**config.mk**
```make
export PLATFORM = sky130hd
export DESIGN_NAME = bl_fade_ctrl
export DESIGN_NICKNAME = d
export VERILOG_FILES = /design/src/rtl/bl_fade_pkg.sv /design/src/rtl/bl_step_timer.sv /design/src/rtl/bl_code_ramp.sv /design/src/rtl/bl_sink_gate.sv /design/src/rtl/bl_fade_ctrl.sv
export SDC_FILE = /design/constraint.sdc
export NUM_CORES = 1
export LEC_CHECK = 0
export ABC_AREA = 1
export BUFFER_PORTS_ARGS = -buffer_cell sky130_fd_sc_hd__buf_2
export CAP_MARGIN = 10
export CORE_MARGIN = 3
export CORE_UTILIZATION = 35
export DETAILED_ROUTE_END_ITERATION = 8
export GPL_TIMING_DRIVEN = 0
export RECOVER_POWER = 50
export SYNTH_ARGS = -nofsm -noshare
export SYNTH_HDL_FRONTEND = slang
export SYNTH_SLANG_ARGS = --single-unit
```
**constraint.sdc**
```tcl
create_clock -name clk -period 3.5 [get_ports clk]
set_clock_uncertainty 0.1 [all_clocks]
set_input_delay 0.875 -clock clk [delete_from_list [all_inputs] [get_ports clk]]
set_output_delay 0.875 -clock clk [all_outputs]
set_load 0.02 [all_outputs]
```
**src/rtl/bl_fade_pkg.sv**
```systemverilog
// Shared definitions for the backlight fade controller.
// Assumes exactly two sinks, indexed by the constants below.
package bl_fade_pkg;
    localparam int NUM_CH  = 2;
    localparam int CH_MAIN = 0;
    localparam int CH_SUB  = 1;

    // Pick the larger of two tick counts, used to size the step counter.
    function automatic int max_ticks(input int a, input int b);
        return (a > b) ? a : b;
    endfunction
endpackage

```
**src/rtl/bl_step_timer.sv**
```systemverilog
// Step timer: counts timebase ticks and emits one step strobe every
// TICKS_SLOW or TICKS_FAST ticks while run_i is high.
// Assumes both tick counts are >= 1. The counter is held at zero while
// idle, so the first step after a restart lands on the N-th tick.
module bl_step_timer #(
    parameter int TICKS_SLOW = 10,
    parameter int TICKS_FAST = 5
) (
    input  logic clk,
    input  logic rst_n,
    input  logic tick_i,
    input  logic fast_i,
    input  logic run_i,
    output logic step_o
);
    localparam int MAXT  = bl_fade_pkg::max_ticks(TICKS_SLOW, TICKS_FAST);
    localparam int CNT_W = $clog2(MAXT + 1);

    logic [CNT_W-1:0] cnt;
    logic [CNT_W-1:0] lim_m1;
    logic             wrap;

    // Terminal count for the selected slope.
    always_comb begin
        lim_m1 = fast_i ? CNT_W'(TICKS_FAST - 1) : CNT_W'(TICKS_SLOW - 1);
        wrap   = (cnt >= lim_m1);
        step_o = run_i && tick_i && wrap;
    end

    // Tick counter, cleared whenever no fade is in progress.
    always_ff @(posedge clk) begin
        if (!rst_n) begin
            cnt <= '0;
        end else if (!run_i) begin
            cnt <= '0;
        end else if (tick_i) begin
            cnt <= wrap ? '0 : cnt + 1'b1;
        end
    end
endmodule

```
**src/rtl/bl_code_ramp.sv**
```systemverilog
// One channel's live code register. It copies the target when not
// fading, and moves one LSB toward the target on each step when fading.
// Assumes step_i is a single-cycle strobe.
module bl_code_ramp #(
    parameter int CODE_W = 8
) (
    input  logic              clk,
    input  logic              rst_n,
    input  logic [CODE_W-1:0] tgt_i,
    input  logic              fading_i,
    input  logic              step_i,
    output logic [CODE_W-1:0] live_o,
    output logic              differ_o
);
    logic [CODE_W-1:0] live;

    // Live code update: copy, step up, step down or hold.
    always_ff @(posedge clk) begin
        if (!rst_n) begin
            live <= '0;
        end else if (!fading_i) begin
            live <= tgt_i;
        end else if (step_i && (live < tgt_i)) begin
            live <= live + 1'b1;
        end else if (step_i && (live > tgt_i)) begin
            live <= live - 1'b1;
        end
    end

    assign live_o   = live;
    assign differ_o = (live != tgt_i);
endmodule

```
**src/rtl/bl_sink_gate.sv**
```systemverilog
// Drive gate for one sink: the enable, optionally qualified by the
// active-high external PWM level. Assumes pwm_i is already synchronized.
module bl_sink_gate (
    input  logic en_i,
    input  logic pwm_sel_i,
    input  logic pwm_i,
    output logic gate_o
);
    // Gate combine.
    assign gate_o = en_i && (!pwm_sel_i || pwm_i);
endmodule

```
**src/rtl/bl_fade_ctrl.sv**
```systemverilog
// Backlight fade controller top. It ramps the MAIN or SUB code toward its
// target at a programmed step rate, slaves SUB to MAIN in merge mode and
// gates each sink.
// Assumes tick_i is a one-cycle strobe and xpwm_i is synchronous to clk.
module bl_fade_ctrl #(
    parameter int CODE_W     = 8,
    parameter int TICKS_SLOW = 10,
    parameter int TICKS_FAST = 5
) (
    input  logic              clk,
    input  logic              rst_n,
    input  logic              tick_i,
    input  logic [CODE_W-1:0] main_tgt_i,
    input  logic [CODE_W-1:0] sub_tgt_i,
    input  logic              fade_en_i,
    input  logic              slope_fast_i,
    input  logic              fade_sub_i,
    input  logic              merge_i,
    input  logic              main_en_i,
    input  logic              sub_en_i,
    input  logic              main_xpwm_sel_i,
    input  logic              sub_xpwm_sel_i,
    input  logic              xpwm_i,
    output logic [CODE_W-1:0] main_code_o,
    output logic [CODE_W-1:0] sub_code_o,
    output logic              main_gate_o,
    output logic              sub_gate_o,
    output logic              busy_o
);
    import bl_fade_pkg::*;

    logic [CODE_W-1:0] tgt    [NUM_CH];
    logic [CODE_W-1:0] live   [NUM_CH];
    logic [NUM_CH-1:0] fading;
    logic [NUM_CH-1:0] differ;
    logic [NUM_CH-1:0] en;
    logic [NUM_CH-1:0] sel;
    logic [NUM_CH-1:0] gate;
    logic              step;

    // Per-channel targets and fade selection; a merged SUB is never faded.
    always_comb begin
        tgt[CH_MAIN]    = main_tgt_i;
        tgt[CH_SUB]     = merge_i ? main_tgt_i : sub_tgt_i;
        fading[CH_MAIN] = fade_en_i && !fade_sub_i;
        fading[CH_SUB]  = fade_en_i && fade_sub_i && !merge_i;
        en              = {sub_en_i, main_en_i};
        sel             = {sub_xpwm_sel_i, main_xpwm_sel_i};
    end

    assign busy_o = |(fading & differ);

    bl_step_timer #(
        .TICKS_SLOW(TICKS_SLOW),
        .TICKS_FAST(TICKS_FAST)
    ) u_timer (
        .clk    (clk),
        .rst_n  (rst_n),
        .tick_i (tick_i),
        .fast_i (slope_fast_i),
        .run_i  (busy_o),
        .step_o (step)
    );

    for (genvar ch = 0; ch < NUM_CH; ch++) begin : g_ch
        bl_code_ramp #(.CODE_W(CODE_W)) u_ramp (
            .clk      (clk),
            .rst_n    (rst_n),
            .tgt_i    (tgt[ch]),
            .fading_i (fading[ch]),
            .step_i   (step),
            .live_o   (live[ch]),
            .differ_o (differ[ch])
        );
        bl_sink_gate u_gate (
            .en_i      (en[ch]),
            .pwm_sel_i (sel[ch]),
            .pwm_i     (xpwm_i),
            .gate_o    (gate[ch])
        );
    end

    // Output selection: merge drives the SUB DAC from the MAIN code.
    always_comb begin
        main_code_o = live[CH_MAIN];
        sub_code_o  = merge_i ? live[CH_MAIN] : live[CH_SUB];
        main_gate_o = gate[CH_MAIN];
        sub_gate_o  = gate[CH_SUB];
    end
endmodule

```
=== Word-level counts from Yosys, hierarchy flattened ===
Cells that the tools add are included.

* Register bits after elaboration: 20
* Output and inout bits: 19
* Word-level logic and storage cells: 47
* Bits of input ports: 28

* Bitwise operators: 1
* Eq/ne operators: 4
* Muxes and demuxes: 10
* Reduce and logical (&&, ||, !) cells: 19
* Add/subtract/negate cells: 5
* Magnitude comparators: 5

{| class="wikitable"
|+ Operators with widths
! kind !! number
|-
| 8-bit 2-to-1 mux || 8
|-
| 8-bit by 1-bit adder with 8-bit output (second input constant) || 2
|-
| 8-bit greater-than comparator || 2
|-
| 8-bit < comparator || 2
|-
| 8-bit inequality test || 2
|-
| 8-bit by 1-bit subtractor with 8-bit output (second input constant) || 2
|-
| 1-bit logical AND || 11
|-
| 4-bit 2-to-1 mux || 2
|-
| 3-bit inequality test (second input constant) || 2
|-
| 4-bit by 1-bit adder with 4-bit output (second input constant) || 1
|-
| 4-bit greater-or-equal comparator || 1
|-
| 1-bit zero test || 4
|-
| 2-bit AND || 1
|-
| 1-bit logical OR || 2
|-
| 2-bit AND reduction || 1
|-
| 2-bit OR reduction || 1
|}

=== Longest topological paths before layout ===
Gate-level depths: netlist of the first run.

* Depth after elaboration: 10
* Depth in mapped cells: 25
* Gate-level depth less buffers: 24

=== Modules after synthesis ===
Synthesis of the first run repeated with hierarchy kept, for this count alone.

* Cell total of the unflattened synthesis: 364
* Area, all modules: 2,366.0 um^2

{| class="wikitable"
|+ By module, submodules not included
! module !! sequential area each (um^2) !! times used !! cells an instance !! area each (um^2)
|-
| bl_code_ramp at g_ch[1].u_ramp || 160.2 || 1 || 134 || 920.9
|-
| bl_code_ramp at g_ch[0].u_ramp || 160.2 || 1 || 132 || 885.8
|-
| bl_fade_ctrl || 0.0 || 1 || 59 || 272.8
|-
| bl_step_timer || 80.1 || 1 || 33 || 254.0
|-
| bl_sink_gate || 0.0 || 2 || 3 || 16.3
|}

=== Least setup slack after synthesis of the first run ===
OpenSTA, ideal clock, no wires.

* Kind: in2reg
* From: input merge_i
* To: register g_ch[1].u_ramp.live[6]
* Stages on the path: 21
* Path slack: -243 ps
* Library setup time: 134 ps
* Path buffers: 2
* Arrival time: 3,510 ps
* Required time: 3,266 ps
* Cell sequence: buf_2 > buf_2 > o21ai_0 > ha_1 > nand2_1 > nor2_4 > nand2_2 > nand2_2 > nand2_4 > nand3_4 > nor2_4 > inv_2 > ha_1 > a21oi_1 > nand2_1 > nand2_1 > nand2_1 > a21oi_1 > nor2_1 > o211ai_1 > a21oi_1

* Cells in the longest elaborated chain, start to end: 9
* Elaborated cells on any way between the ends: 15
* Those cells by class: order compare (2); eq/ne (2); mux (3); bitwise (1); reduce/logical (7)

{| class="wikitable"
|+ Ends and longest elaborated chain
! what !! RTL line !! text
|-
| from (decl) || bl_fade_ctrl.sv:18 || <nowiki>input logic merge_i,</nowiki>
|-
| 8-bit 2-to-1 mux / 1-bit zero test (equally long branches) || bl_fade_ctrl.sv:44, bl_fade_ctrl.sv:46 ||
|-
| 8-bit inequality test / 1-bit logical AND (equally long branches) || bl_code_ramp.sv:31, bl_fade_ctrl.sv:46 ||
|-
| 2-bit AND * || bl_fade_ctrl.sv:51 || <nowiki>assign busy_o = |(fading & differ);</nowiki>
|-
| 2-bit OR reduction * || bl_fade_ctrl.sv:51 ||
|-
| named net busy_o || bl_fade_ctrl.sv:28 || <nowiki>output logic busy_o</nowiki>
|-
| 1-bit logical AND * (2 in series) || bl_step_timer.sv:27 || <nowiki>step_o = run_i && tick_i && wrap;</nowiki>
|-
| 1-bit logical AND || bl_code_ramp.sv:23 || <nowiki>end else if (step_i && (live < tgt_i)) begin</nowiki>
|-
| 8-bit 2-to-1 mux || bl_code_ramp.sv:23 ||
|-
| 8-bit 2-to-1 mux || bl_code_ramp.sv:21 || <nowiki>end else if (!fading_i) begin</nowiki>
|-
| to (signal assigned) || bl_code_ramp.sv:22 || <nowiki>live <= tgt_i;</nowiki>
|-
| to (signal assigned) || bl_code_ramp.sv:24 || <nowiki>live <= live + 1'b1;</nowiki>
|-
| to (signal assigned) || bl_code_ramp.sv:26 || <nowiki>live <= live - 1'b1;</nowiki>
|-
| to (decl) || bl_code_ramp.sv:15 || <nowiki>logic [CODE_W-1:0] live;</nowiki>
|}

The timed path passes the listed nets; every way through them passes the cells marked *.
A chain may end at the register's enable or synchronous reset.

=== Worst setup path in the final report of the first run ===
* From: input merge_i
* To: register g_ch[0].u_ramp.live[6]

* Cells in the longest elaborated chain, start to end: 9
* Elaborated cells on any way between the ends: 13
* Those cells by class: eq/ne (2); mux (3); bitwise (1); reduce/logical (7)

{| class="wikitable"
|+ Ends and longest elaborated chain
! what !! RTL line
|-
| 8-bit 2-to-1 mux / 1-bit zero test (equally long branches) || bl_fade_ctrl.sv:44, bl_fade_ctrl.sv:46
|-
| 8-bit inequality test / 1-bit logical AND (equally long branches) || bl_code_ramp.sv:31, bl_fade_ctrl.sv:46
|-
| 2-bit AND * || bl_fade_ctrl.sv:51
|-
| 2-bit OR reduction * || bl_fade_ctrl.sv:51
|-
| 1-bit logical AND * (2 in series) || bl_step_timer.sv:27
|-
| 1-bit logical AND || bl_code_ramp.sv:23
|-
| 8-bit 2-to-1 mux || bl_code_ramp.sv:23
|-
| 8-bit 2-to-1 mux || bl_code_ramp.sv:21
|-
| to (signal assigned) || bl_code_ramp.sv:22
|-
| to (signal assigned) || bl_code_ramp.sv:24
|-
| to (signal assigned) || bl_code_ramp.sv:26
|-
| to (decl) || bl_code_ramp.sv:15
|}

Mark *: on every way between the ends. The rest lies on a longest branch, timed or not.

==> impl_results.md, run 1 <==
- Slowest CP cell: fa_2
- First-pass iteration count of the detailed router: 4
- Drc violations: 0
- Final core occ: 0.519
- Fin Setup TNS: -0.0245 ns
- RSZ-0062 raised after global routing: yes
- Switch share: 0.396
- Fraction of layout cells with a size suffix above 1: 0.370
- Final count of pins violating max slew: 0
- Seq/Total Area, Yosys: 0.181
- Via density: 5.05
- Total Wirelength: 6.44 mm
- Flop-to-flop setup slack: 0.56 ns
- Die Ht: 85.6 um
- GRT Overall Usage: 0.178
- ANT cells: 0
- Vias in the first global route: 2262
- Worst flop-to-flop path startpoint: g_ch[0].u_ramp.live_o[0]
- Syn_nets: 385
- Critical Path Start Type: input pin
- Initial core utilization: 0.368
- Critical hold path startpoint: g_ch[1].u_ramp.live_o[4]
- Arr. time, crit path: 3.55 ns
- Delay-heaviest family, CP: simple AND/OR/NAND/NOR gates
- Global-route wire length before repair: 10.5 mm
- Avg WL per Cell: 13.8 um
- Flop pwr share: 0.306
- Final Hold Fails: 0
- Cts bufs inserted: 3
- Total Power: 892 uW
- Slew @ Worst Pin: 0.688 ns
- Logic pwr share: 0.482
- Clock power share: 0.212
- Htree depth: 1
- Reg2reg end: g_ch[0].u_ramp.live_o[6]
- Dpl cell area: 2640 um2
- Synth Register Bits: 20
- Maximum vdd drop: 0.000181 V
- P_int: 539 uW
- Clock Pin Slew Worst Setup and Hold Paths: 0.08 ns
- Pleak: 0.00144 uW
- Max cap viols: 0
- Worst setup EP type: flop
- Worst skew pair latency: 0.27 ns
- Clock Tree Buf Depth: 2
- HP Class: flop to flop
- DPL Wire Length: 4.73 mm
- Die extent in x: 85.6 um
- CTS Hold Bufs: 0
- Finished Cell Area: 3130 um2
- Max Clk Rate: 284 MHz
- Root buffer cell: clkbuf_8
- Yosys warning count: 0
- Floorplan Core Area: 6030 um2
- Setup violations, final: 3
- Initial antenna violation count: 0
- Final worst-path cycle share: 1.01
- Largest net degree at the start of global routing: 12
- DR iter-0 viols: 86
- Max-slew headroom: 0.541
- I/O pins: 47
- Setup CP Type: input pin to flop
- Final worst path period need: 3.52 ns
- Syn Inst Count: 321
- Maximum fanout along the worst path: 6
- R2R cell count: 19
- Failing checks: negative setup slack
- Final nets: 457
- PD cells: 285 nW/um2
- Crit path largest cell delay: 0.38 ns
- Critical Path, Cell by Cell: buf_8 > buf_8 > buf_8 > o21ai_4 > inv_1 > ha_1 > nand2_1 > nor2_2 > nand2_2 > nand2_2 > nand2_4 > nand3_4 > nor2_4 > clkinv_4 > fa_2 > nand3_2 > nand2_2 > a21oi_2 > nor2_1 > nor2_1 > xnor2_1 > a21oi_1 > a21oi_1
- Total congestion overflow: 0
- Row cnt: 28
- Final worst slack: -0.0224 ns
- Synth cell types: 32
- Crit path buf inv count: 5
- GPL Wtd Cong: 0.829
- Synth Cell Area: 2220 um2
- Psw: 353 uW
- Outcome: finished, violations left
- WHS Path Cells: 2
- Clock sink total: 20
- DRT antenna net count: 0
- CP required: 3.53 ns
- Routed vias: 2359
- Area Overhead vs Synth: 41.0%
- Mapped Avg Cell Area: 6.91 um2
- TritonCTS clock tree: built
- Hold path endpoint: g_ch[1].u_ramp.live_o[4]
- Number of port buffers: 46
- Die area: 7330 um2
worst min-delay path, delay by kind of cell, from the launching register on:
family | cells | cell delay [ns]
buffers and inverters | 1 | 0.08
DFF | 1 | 0.36
AOI/OAI and AO/OA | 1 | 0.06
power groups by stage:
stage | combinational (uW) | sequential, uW | clock [uW]
after floorplan | 253 | 276 | 0
after global placement | 340 | 276 | 0
after detailed placement | 345 | 276 | 0
after CTS | 386 | 272 | 194
after global routing | 482 | 277 | 207
final | 430 | 273 | 189
routing by layer:
layer	part of all wire	up-vias	GRT usage
li1	-	1216	-
met1	0.47	1091	0.246
met2	0.47	46	0.294
met3	0.053	6	0.0346
met4	0.0075	0	0.0245
met5	0	-	0
per-stage QoR:
| step | hold WS, ns | setup slack [ns] | cells |
|---|---|---|---|
| final | 0.442 | -0.0224 | 467 |
| after global routing | 0.488 | -0.180 | 467 |
| after CTS | 0.436 | 0.0211 | 461 |
| after detailed placement | 0.391 | -0.476 | 442 |
| after global placement | 0.396 | -0.459 | 442 |
| after floorplan | 0.360 | -0.0492 | 321 |
synthesized netlist by cell type:
cell type	count	area (um2)
nand2_1	71	267
a22oi_1	1	7.51
nand2_4	1	11.3
nand3_4	2	35.0
a211oi_1	1	7.51
o21ai_0	26	130
o211ai_1	1	7.51
nor2_4	6	67.6
nand4_1	1	6.26
dfxtp_1	20	400
buf_2	4	20.0
a21oi_1	35	175
o21ai_1	6	30.0
o21a_1	2	15.0
ha_1	34	425
xor2_1	7	61.3
nand3b_1	2	15.0
nor2_2	2	12.5
inv_1	34	128
nand2_2	8	50.1
inv_2	5	18.8
mux2_2	4	45.0
nand3_1	13	65.1
nor2_1	20	75.1
a21boi_0	2	15.0
a211oi_2	1	12.5
clkbuf_1	1	3.75
nor3_2	1	10.0
o21bai_1	2	15.0
fa_1	2	40.0
xnor2_1	3	26.3
a31oi_1	3	18.8
logic make-up (layout without fill, tap and decap cells):
group           after synthesis  after routing  synth area share
mux                           4              4            0.0203
buf+inv                      44            115            0.0767
flops                        20             20             0.181
xor+xnor                     10             10            0.0395
compound gates               80             80             0.196
fa+ha+maj                    36             36             0.210
simple gates                127            127             0.277
state kept, by name, summed over array words and instances, names as in the netlist:
name	cells
u_timer.cnt	4
g_ch.u_ramp.live_o	16
cell usage in the layout (no fill, tap or decap), types with 2 or more instances in the layout:
cell	count
nand2_1	58
buf_2	37
inv_1	33
a21oi_1	25
ha_1	25
nand2_2	21
nor2_1	20
dfxtp_1	20
buf_4	18
o21ai_0	14
clkbuf_1	11
a21oi_2	9
o21ai_1	9
ha_4	9
nand3_1	8
xor2_1	7
nor2_4	6
o21ai_4	5
nand3_2	5
o21ai_2	4
mux2_2	4
inv_2	4
clkbuf_8	4
buf_8	3
a31oi_1	3
xnor2_1	3
o21a_1	2
nor2_2	2
nand3b_1	2
nand3_4	2
a21boi_0	2
fa_2	2
cell type report:
class	instances	area, um2
Buffer	5	43.8
Clock buffer	4	55.1
Fill cell	597	2900
Inverter	39	156
Multi-Input combinational cell	257	1940
Sequential cell	20	400
Tap cell	75	93.8
Timing Repair Buffer	67	434
how the worst max path moves through the flow:
stage | from | endpoint | slack, ns | cells after the start
floorplan | merge_i | g_ch[1].u_ramp.live_o[6] | -0.05 | 22
global placement | merge_i | g_ch[1].u_ramp.live_o[6] | -0.46 | 23
detailed placement | merge_i | g_ch[1].u_ramp.live_o[6] | -0.48 | 23
CTS | merge_i | g_ch[0].u_ramp.live_o[7] | 0.02 | 25
global route | merge_i | g_ch[0].u_ramp.live_o[6] | -0.18 | 23
finish | merge_i | g_ch[0].u_ramp.live_o[6] | -0.02 | 23
repair_timing:
item / in CTS / in global routing
setup endpoints to repair: 6 / 10
cloned: 2 / 0
buffers inserted: 13 / 6
endpoints found under the hold margin: 0 / 0
pin swaps: 17 / 26
resized for setup: 30 / 32
(Power assumes the default switching activity.)
==> run 2, diff against run 1 <==
--- a/config.mk
+++ b/config.mk
@@ -13,6 +13,7 @@
 export DETAILED_ROUTE_END_ITERATION = 8
 export GPL_TIMING_DRIVEN = 0
 export RECOVER_POWER = 50
+export SETUP_SLACK_MARGIN = 0.02
 export SYNTH_ARGS = -nofsm -noshare
 export SYNTH_HDL_FRONTEND = slang
 export SYNTH_SLANG_ARGS = --single-unit
==> impl_results.md, run 2 (synthesized netlist as in run 1, its figures left out) <==
- Number of port buffers: 46
- Setup violations, final: 0
- Clock Tree Buf Depth: 2
- GRT Overall Usage: 0.172
- Via density: 5.03
- TritonCTS clock tree: built
- Max cap viols: 0
- Flop-to-flop setup slack: 0.50 ns
- Htree depth: 1
- Max Clk Rate: 286 MHz
- Setup CP Type: input pin to flop
- Global-route wire length before repair: 10.3 mm
- Arr. time, crit path: 3.52 ns
- Die extent in x: 85.6 um
- First-pass iteration count of the detailed router: 4
- WHS Path Cells: 2
- DPL Wire Length: 4.76 mm
- CTS Hold Bufs: 0
- Die area: 7330 um2
- DR iter-0 viols: 73
- Fraction of layout cells with a size suffix above 1: 0.344
- Maximum fanout along the worst path: 6
- Delay-heaviest family, CP: simple AND/OR/NAND/NOR gates
- GPL Wtd Cong: 0.799
- Largest register FFs: 16
- I/O pins: 47
- Floorplan Core Area: 6030 um2
- Final worst path period need: 3.49 ns
- Vias in the first global route: 2238
- Worst skew pair latency: 0.26 ns
- Final nets: 458
- Area Overhead vs Synth: 35.8%
- Max-slew headroom: 0.575
- RSZ-0062 raised after global routing: yes
- Hold path endpoint: g_ch[1].u_ramp.live_o[7]
- Non-Filler Instances: 468
- Worst setup EP type: flop
- Total Wirelength: 6.45 mm
- Largest net degree at the start of global routing: 12
- PD cells: 287 nW/um2
- Final worst-path cycle share: 0.998
- Drc violations: 0
- Initial antenna violation count: 0
- Die Ht: 85.6 um
- HP Class: flop to flop
- Most used cell along the critical path: nand2_2
- Commonest non-fill, non-tap cell in the layout: nand2_1
- Total Power: 866 uW
- Outcome: completed
- Critical Path, Cell by Cell: buf_12 > clkbuf_16 > o21ai_4 > inv_1 > ha_1 > nand2_1 > nor2_2 > nand2_2 > nand2_2 > nand2_4 > nand3_4 > nor2_4 > clkinv_4 > fa_2 > nand3_2 > nand2_2 > nand2_2 > nand2_2 > a21oi_2 > nor2_1 > o211ai_1 > a21oi_1
- Final core occ: 0.500
- Initial core utilization: 0.368
- Clock Pin Slew Worst Setup and Hold Paths: 0.08 ns
- Final Hold Fails: 0
- ANT cells: 0
- Dpl cells: 442
- Critical Path Start Type: input pin
- Slowest CP cell: fa_2
- Cts bufs inserted: 3
- Pleak: 0.00143 uW
- Routed vias: 2356
- Maximum vdd drop: 0.000137 V
- Reg2reg end: g_ch[1].u_ramp.live_o[6]
- CP required: 3.52 ns
- R2R cell count: 19
- DRT antenna net count: 0
- Final count of pins violating max slew: 0
- Root buffer cell: clkbuf_8
- Worst flop-to-flop path startpoint: g_ch[0].u_ramp.live_o[0]
- Fill cells: 622
- Slew @ Worst Pin: 0.638 ns
- Avg WL per Cell: 13.8 um
- Clock sink total: 20
- Row cnt: 28
- Crit path largest cell delay: 0.42 ns
- Critical hold path startpoint: g_ch[1].u_ramp.live_o[7]
- Most frequent cells in the layout: 60 x nand2_1, 39 x buf_2, 34 x inv_1
- Total congestion overflow: 0
- Crit path buf inv count: 4
## run 2: repair_timing
item | CTS | global route
pin swaps | 16 | 22
setup endpoints to repair | 7 | 10
gates cloned | 0 | 2
setup buffers | 10 | 11
gates resized for setup | 8 | 33
## run 2: per-layer routing
| layer | track usage | wire length, um | vias to the layer above |
|---|---|---|---|
| met4 | 0.0317 | 61 | 0 |
| met3 | 0.0327 | 304 | 6 |
| met1 | 0.233 | 3210 | 1079 |
| met5 | 0 | 0 | - |
| li1 | - | - | 1221 |
| met2 | 0.285 | 2870 | 50 |
## run 2: tightest hold or removal path: cells and delay by family (launching register included)
kind,cells,cell delay [ns]
AOI/OAI and AO/OA,1,0.06
DFF,1,0.36
and+or+nand+nor,1,0.08
## run 2: final cells by class
class / count / area [um2] / area share
Timing Repair Buffer: 69 / 447 / 0.148
Sequential cell: 20 / 400 / 0.133
Clock buffer: 4 / 55.1 / 0.0183
Multi-Input combinational cell: 257 / 1830 / 0.609
Inverter: 39 / 154 / 0.0511
Tap cell: 75 / 93.8 / 0.0312
Buffer: 4 / 28.8 / 0.00956
## run 2: per-stage QoR
stage | hold WS [ns] | setup TNS, ns | worst slack [ns] | instance area [um2]
6_report | 0.437 | 0 | 0.00545 | 3010
5_1_grt | 0.448 | -0.527 | -0.149 | 3010
4_1_cts | 0.399 | 0 | 0.0674 | 2780
3_5_place_dp | 0.386 | -3.84 | -0.476 | 2640
3_3_place_gp | 0.394 | -3.55 | -0.461 | 2640
2_1_floorplan | 0.360 | -0.0522 | -0.0492 | 2310
## run 2: worst max-delay path by stage
stage / from / endpoint / cells after the start / slack (ns)
2_1_floorplan: merge_i / g_ch[1].u_ramp.live_o[6] / 22 / -0.05
3_3_place_gp: merge_i / g_ch[1].u_ramp.live_o[6] / 23 / -0.46
3_5_place_dp: merge_i / g_ch[1].u_ramp.live_o[6] / 23 / -0.48
4_1_cts: merge_i / g_ch[0].u_ramp.live_o[7] / 24 / 0.07
5_1_grt: merge_i / g_ch[1].u_ramp.live_o[6] / 22 / -0.15
6_report: merge_i / g_ch[1].u_ramp.live_o[6] / 22 / 0.005
## run 2: power breakdown
part,internal (uW),switching (uW),total [uW]
logic,182,228,410
registers,244,27.7,271
clock network,100,83.5,184
==> run 3, diff against run 2 <==
--- a/config.mk
+++ b/config.mk
@@ -13,6 +13,7 @@
 export DETAILED_ROUTE_END_ITERATION = 8
 export GPL_TIMING_DRIVEN = 0
 export RECOVER_POWER = 50
+export REMOVE_ABC_BUFFERS = 1
 export SETUP_SLACK_MARGIN = 0.02
 export SYNTH_ARGS = -nofsm -noshare
 export SYNTH_HDL_FRONTEND = slang
==> impl_results.md, run 3 (synthesized netlist as in run 1, its figures left out) <==
- GPL Wtd Cong: 0.788
- Total congestion overflow: 0
- DPL Wire Length: 4.54 mm
- Setup violations, final: 0
- Most frequent cells in the layout: 67 x nand2_1, 39 x buf_2, 33 x inv_1
- GRT Overall Usage: 0.156
- Largest net degree at the start of global routing: 30
- TritonCTS clock tree: built
- Non-Filler Instances: 448
- Die Ht: 85.6 um
- Final count of pins violating max slew: 0
- Area Overhead vs Synth: 25.7%
- Dpl cells: 437
- R2R cell count: 20
- CTS Hold Bufs: 0
- Die extent in x: 85.6 um
- Worst flop-to-flop path startpoint: g_ch[0].u_ramp.live_o[0]
- Fill cells: 627
- Critical hold path startpoint: g_ch[0].u_ramp.live_o[4]
- ANT cells: 0
- Die area: 7330 um2
- Reg2reg end: g_ch[0].u_ramp.live_o[7]
- Reg area: 400 um2
- Slowest CP cell: ha_1
- Hold path endpoint: g_ch[0].u_ramp.live_o[4]
- WHS Path Cells: 2
- I/O pins: 47
- Max Clk Rate: 300 MHz
- Flop-to-flop setup slack: 0.56 ns
- Final worst-path cycle share: 0.953
- Final Hold Fails: 0
- Crit path largest cell delay: 0.32 ns
- Slew @ Worst Pin: 0.424 ns
- Initial core utilization: 0.368
- Number of port buffers: 46
- Final nets: 438
- Max cap viols: 0
- Drc violations: 0
- Outcome: completed
- Final core occ: 0.462
- Initial antenna violation count: 0
- Commonest non-fill, non-tap cell in the layout: nand2_1
- Maximum vdd drop: 0.000190 V
- Area of the multi-input gates: 1770 um2
- Fraction of layout cells with a size suffix above 1: 0.279
- Worst setup EP type: flop
- Finished Cell Area: 2790 um2
- Row cnt: 28
- Routed vias: 2268
- First-pass iteration count of the detailed router: 4
- PD cells: 294 nW/um2
- HP Class: flop to flop
- Crit path buf inv count: 2
- CP Depth: 22
- Clock sink total: 20
- Avg WL per Cell: 12.9 um
- DRT antenna net count: 0
- Dpl cell area: 2520 um2
- Cts bufs inserted: 3
- Delay-heaviest family, CP: simple AND/OR/NAND/NOR gates
- Critical Path, Cell by Cell: buf_16 > nand2_1 > o21ai_2 > ha_1 > nand2_2 > nor2_2 > nand2_2 > nand2_2 > nand2_4 > nand3_4 > nor2_4 > inv_6 > ha_4 > nand3_1 > nand2_1 > a21oi_1 > o21bai_1 > nand2_1 > nand2_2 > nand3_1 > nand3_1 > a21oi_1
- Largest register FFs: 16
- Final worst path period need: 3.34 ns
- Floorplan Core Area: 6030 um2
- Htree depth: 1
- RSZ-0062 raised after global routing: yes
- Via density: 5.06
- Clock Tree Buf Depth: 2
- Global-route wire length before repair: 9.40 mm
- Fin Setup TNS: 0 ns
- Total Wirelength: 5.78 mm
- Vias in the first global route: 2059
- Root buffer cell: clkbuf_8
- Arr. time, crit path: 3.38 ns
- Max-slew headroom: 0.717
- CP required: 3.54 ns
- Setup CP Type: input pin to flop
- Pleak: 0.00133 uW
- Maximum fanout along the worst path: 15
- Most used cell along the critical path: nand2_2
- DR iter-0 viols: 50
- Critical Path Start Type: input pin
- Worst skew pair latency: 0.26 ns
- Clock Pin Slew Worst Setup and Hold Paths: 0.08 ns
[run 3: cell count changes in the layout (fill, tap and decap cells not counted), moves of 4 or more]
cell | previous run | this run
buf_4 | 20 | 6
a21oi_2 | 8 | 4
a21oi_1 | 27 | 31
nand2_1 | 60 | 67
nand2_2 | 19 | 12
[run 3: what timing repair did]
action | in CTS | in global routing
cloned | 0 | 1
buffers inserted | 0 | 6
pin swaps | 1 | 8
setup endpoints to repair | 11 | 9
resized for setup | 18 | 23
[run 3: per-layer routing]
metal / global-route usage / up-vias / routed length [um]
li1: - / 1179 / -
met1: 0.221 / 1025 / 2850
met2: 0.244 / 60 / 2500
met3: 0.0375 / 4 / 406
met4: 0.0259 / 0 / 23
met5: 0 / - / 0
[run 3: layout make-up]
class	instances	share of cell area
Clock buffer	4	0.0198
Tap cell	75	0.0337
Inverter	39	0.0561
Multi-Input combinational cell	257	0.634
Timing Repair Buffer	53	0.113
Sequential cell	20	0.144
[run 3: report_power, final]
group          switching, uW  internal (uW)
Combinational            209            155
Sequential              26.9            244
Clock                   85.4            100
[run 3: worst min-delay path, cell delays in order (launching register included)]
cell and delay, ns:
dfxtp_1 0.36, nand2_1 0.08, a21oi_1 0.05
[run 3: metrics by stage]
step / setup slack, ns / hold WS [ns] / total power [uW]
2_1_floorplan: 0.0656 / 0.360 / 505
3_3_place_gp: -0.647 / 0.404 / 592
3_5_place_dp: -0.648 / 0.413 / 597
4_1_cts: 0.0379 / 0.425 / 799
5_1_grt: -0.0372 / 0.453 / 887
6_report: 0.164 / 0.428 / 820
[run 3: how the worst max path moves through the flow]
stage / start / to / slack (ns)
after floorplan: sub_tgt_i[0] / g_ch[1].u_ramp.live_o[6] / 0.07
after global placement: merge_i / g_ch[1].u_ramp.live_o[6] / -0.65
after detailed placement: merge_i / g_ch[0].u_ramp.live_o[7] / -0.65
after CTS: merge_i / g_ch[0].u_ramp.live_o[7] / 0.04
after global routing: main_tgt_i[3] / g_ch[0].u_ramp.live_o[7] / -0.04
final: merge_i / g_ch[0].u_ramp.live_o[7] / 0.16
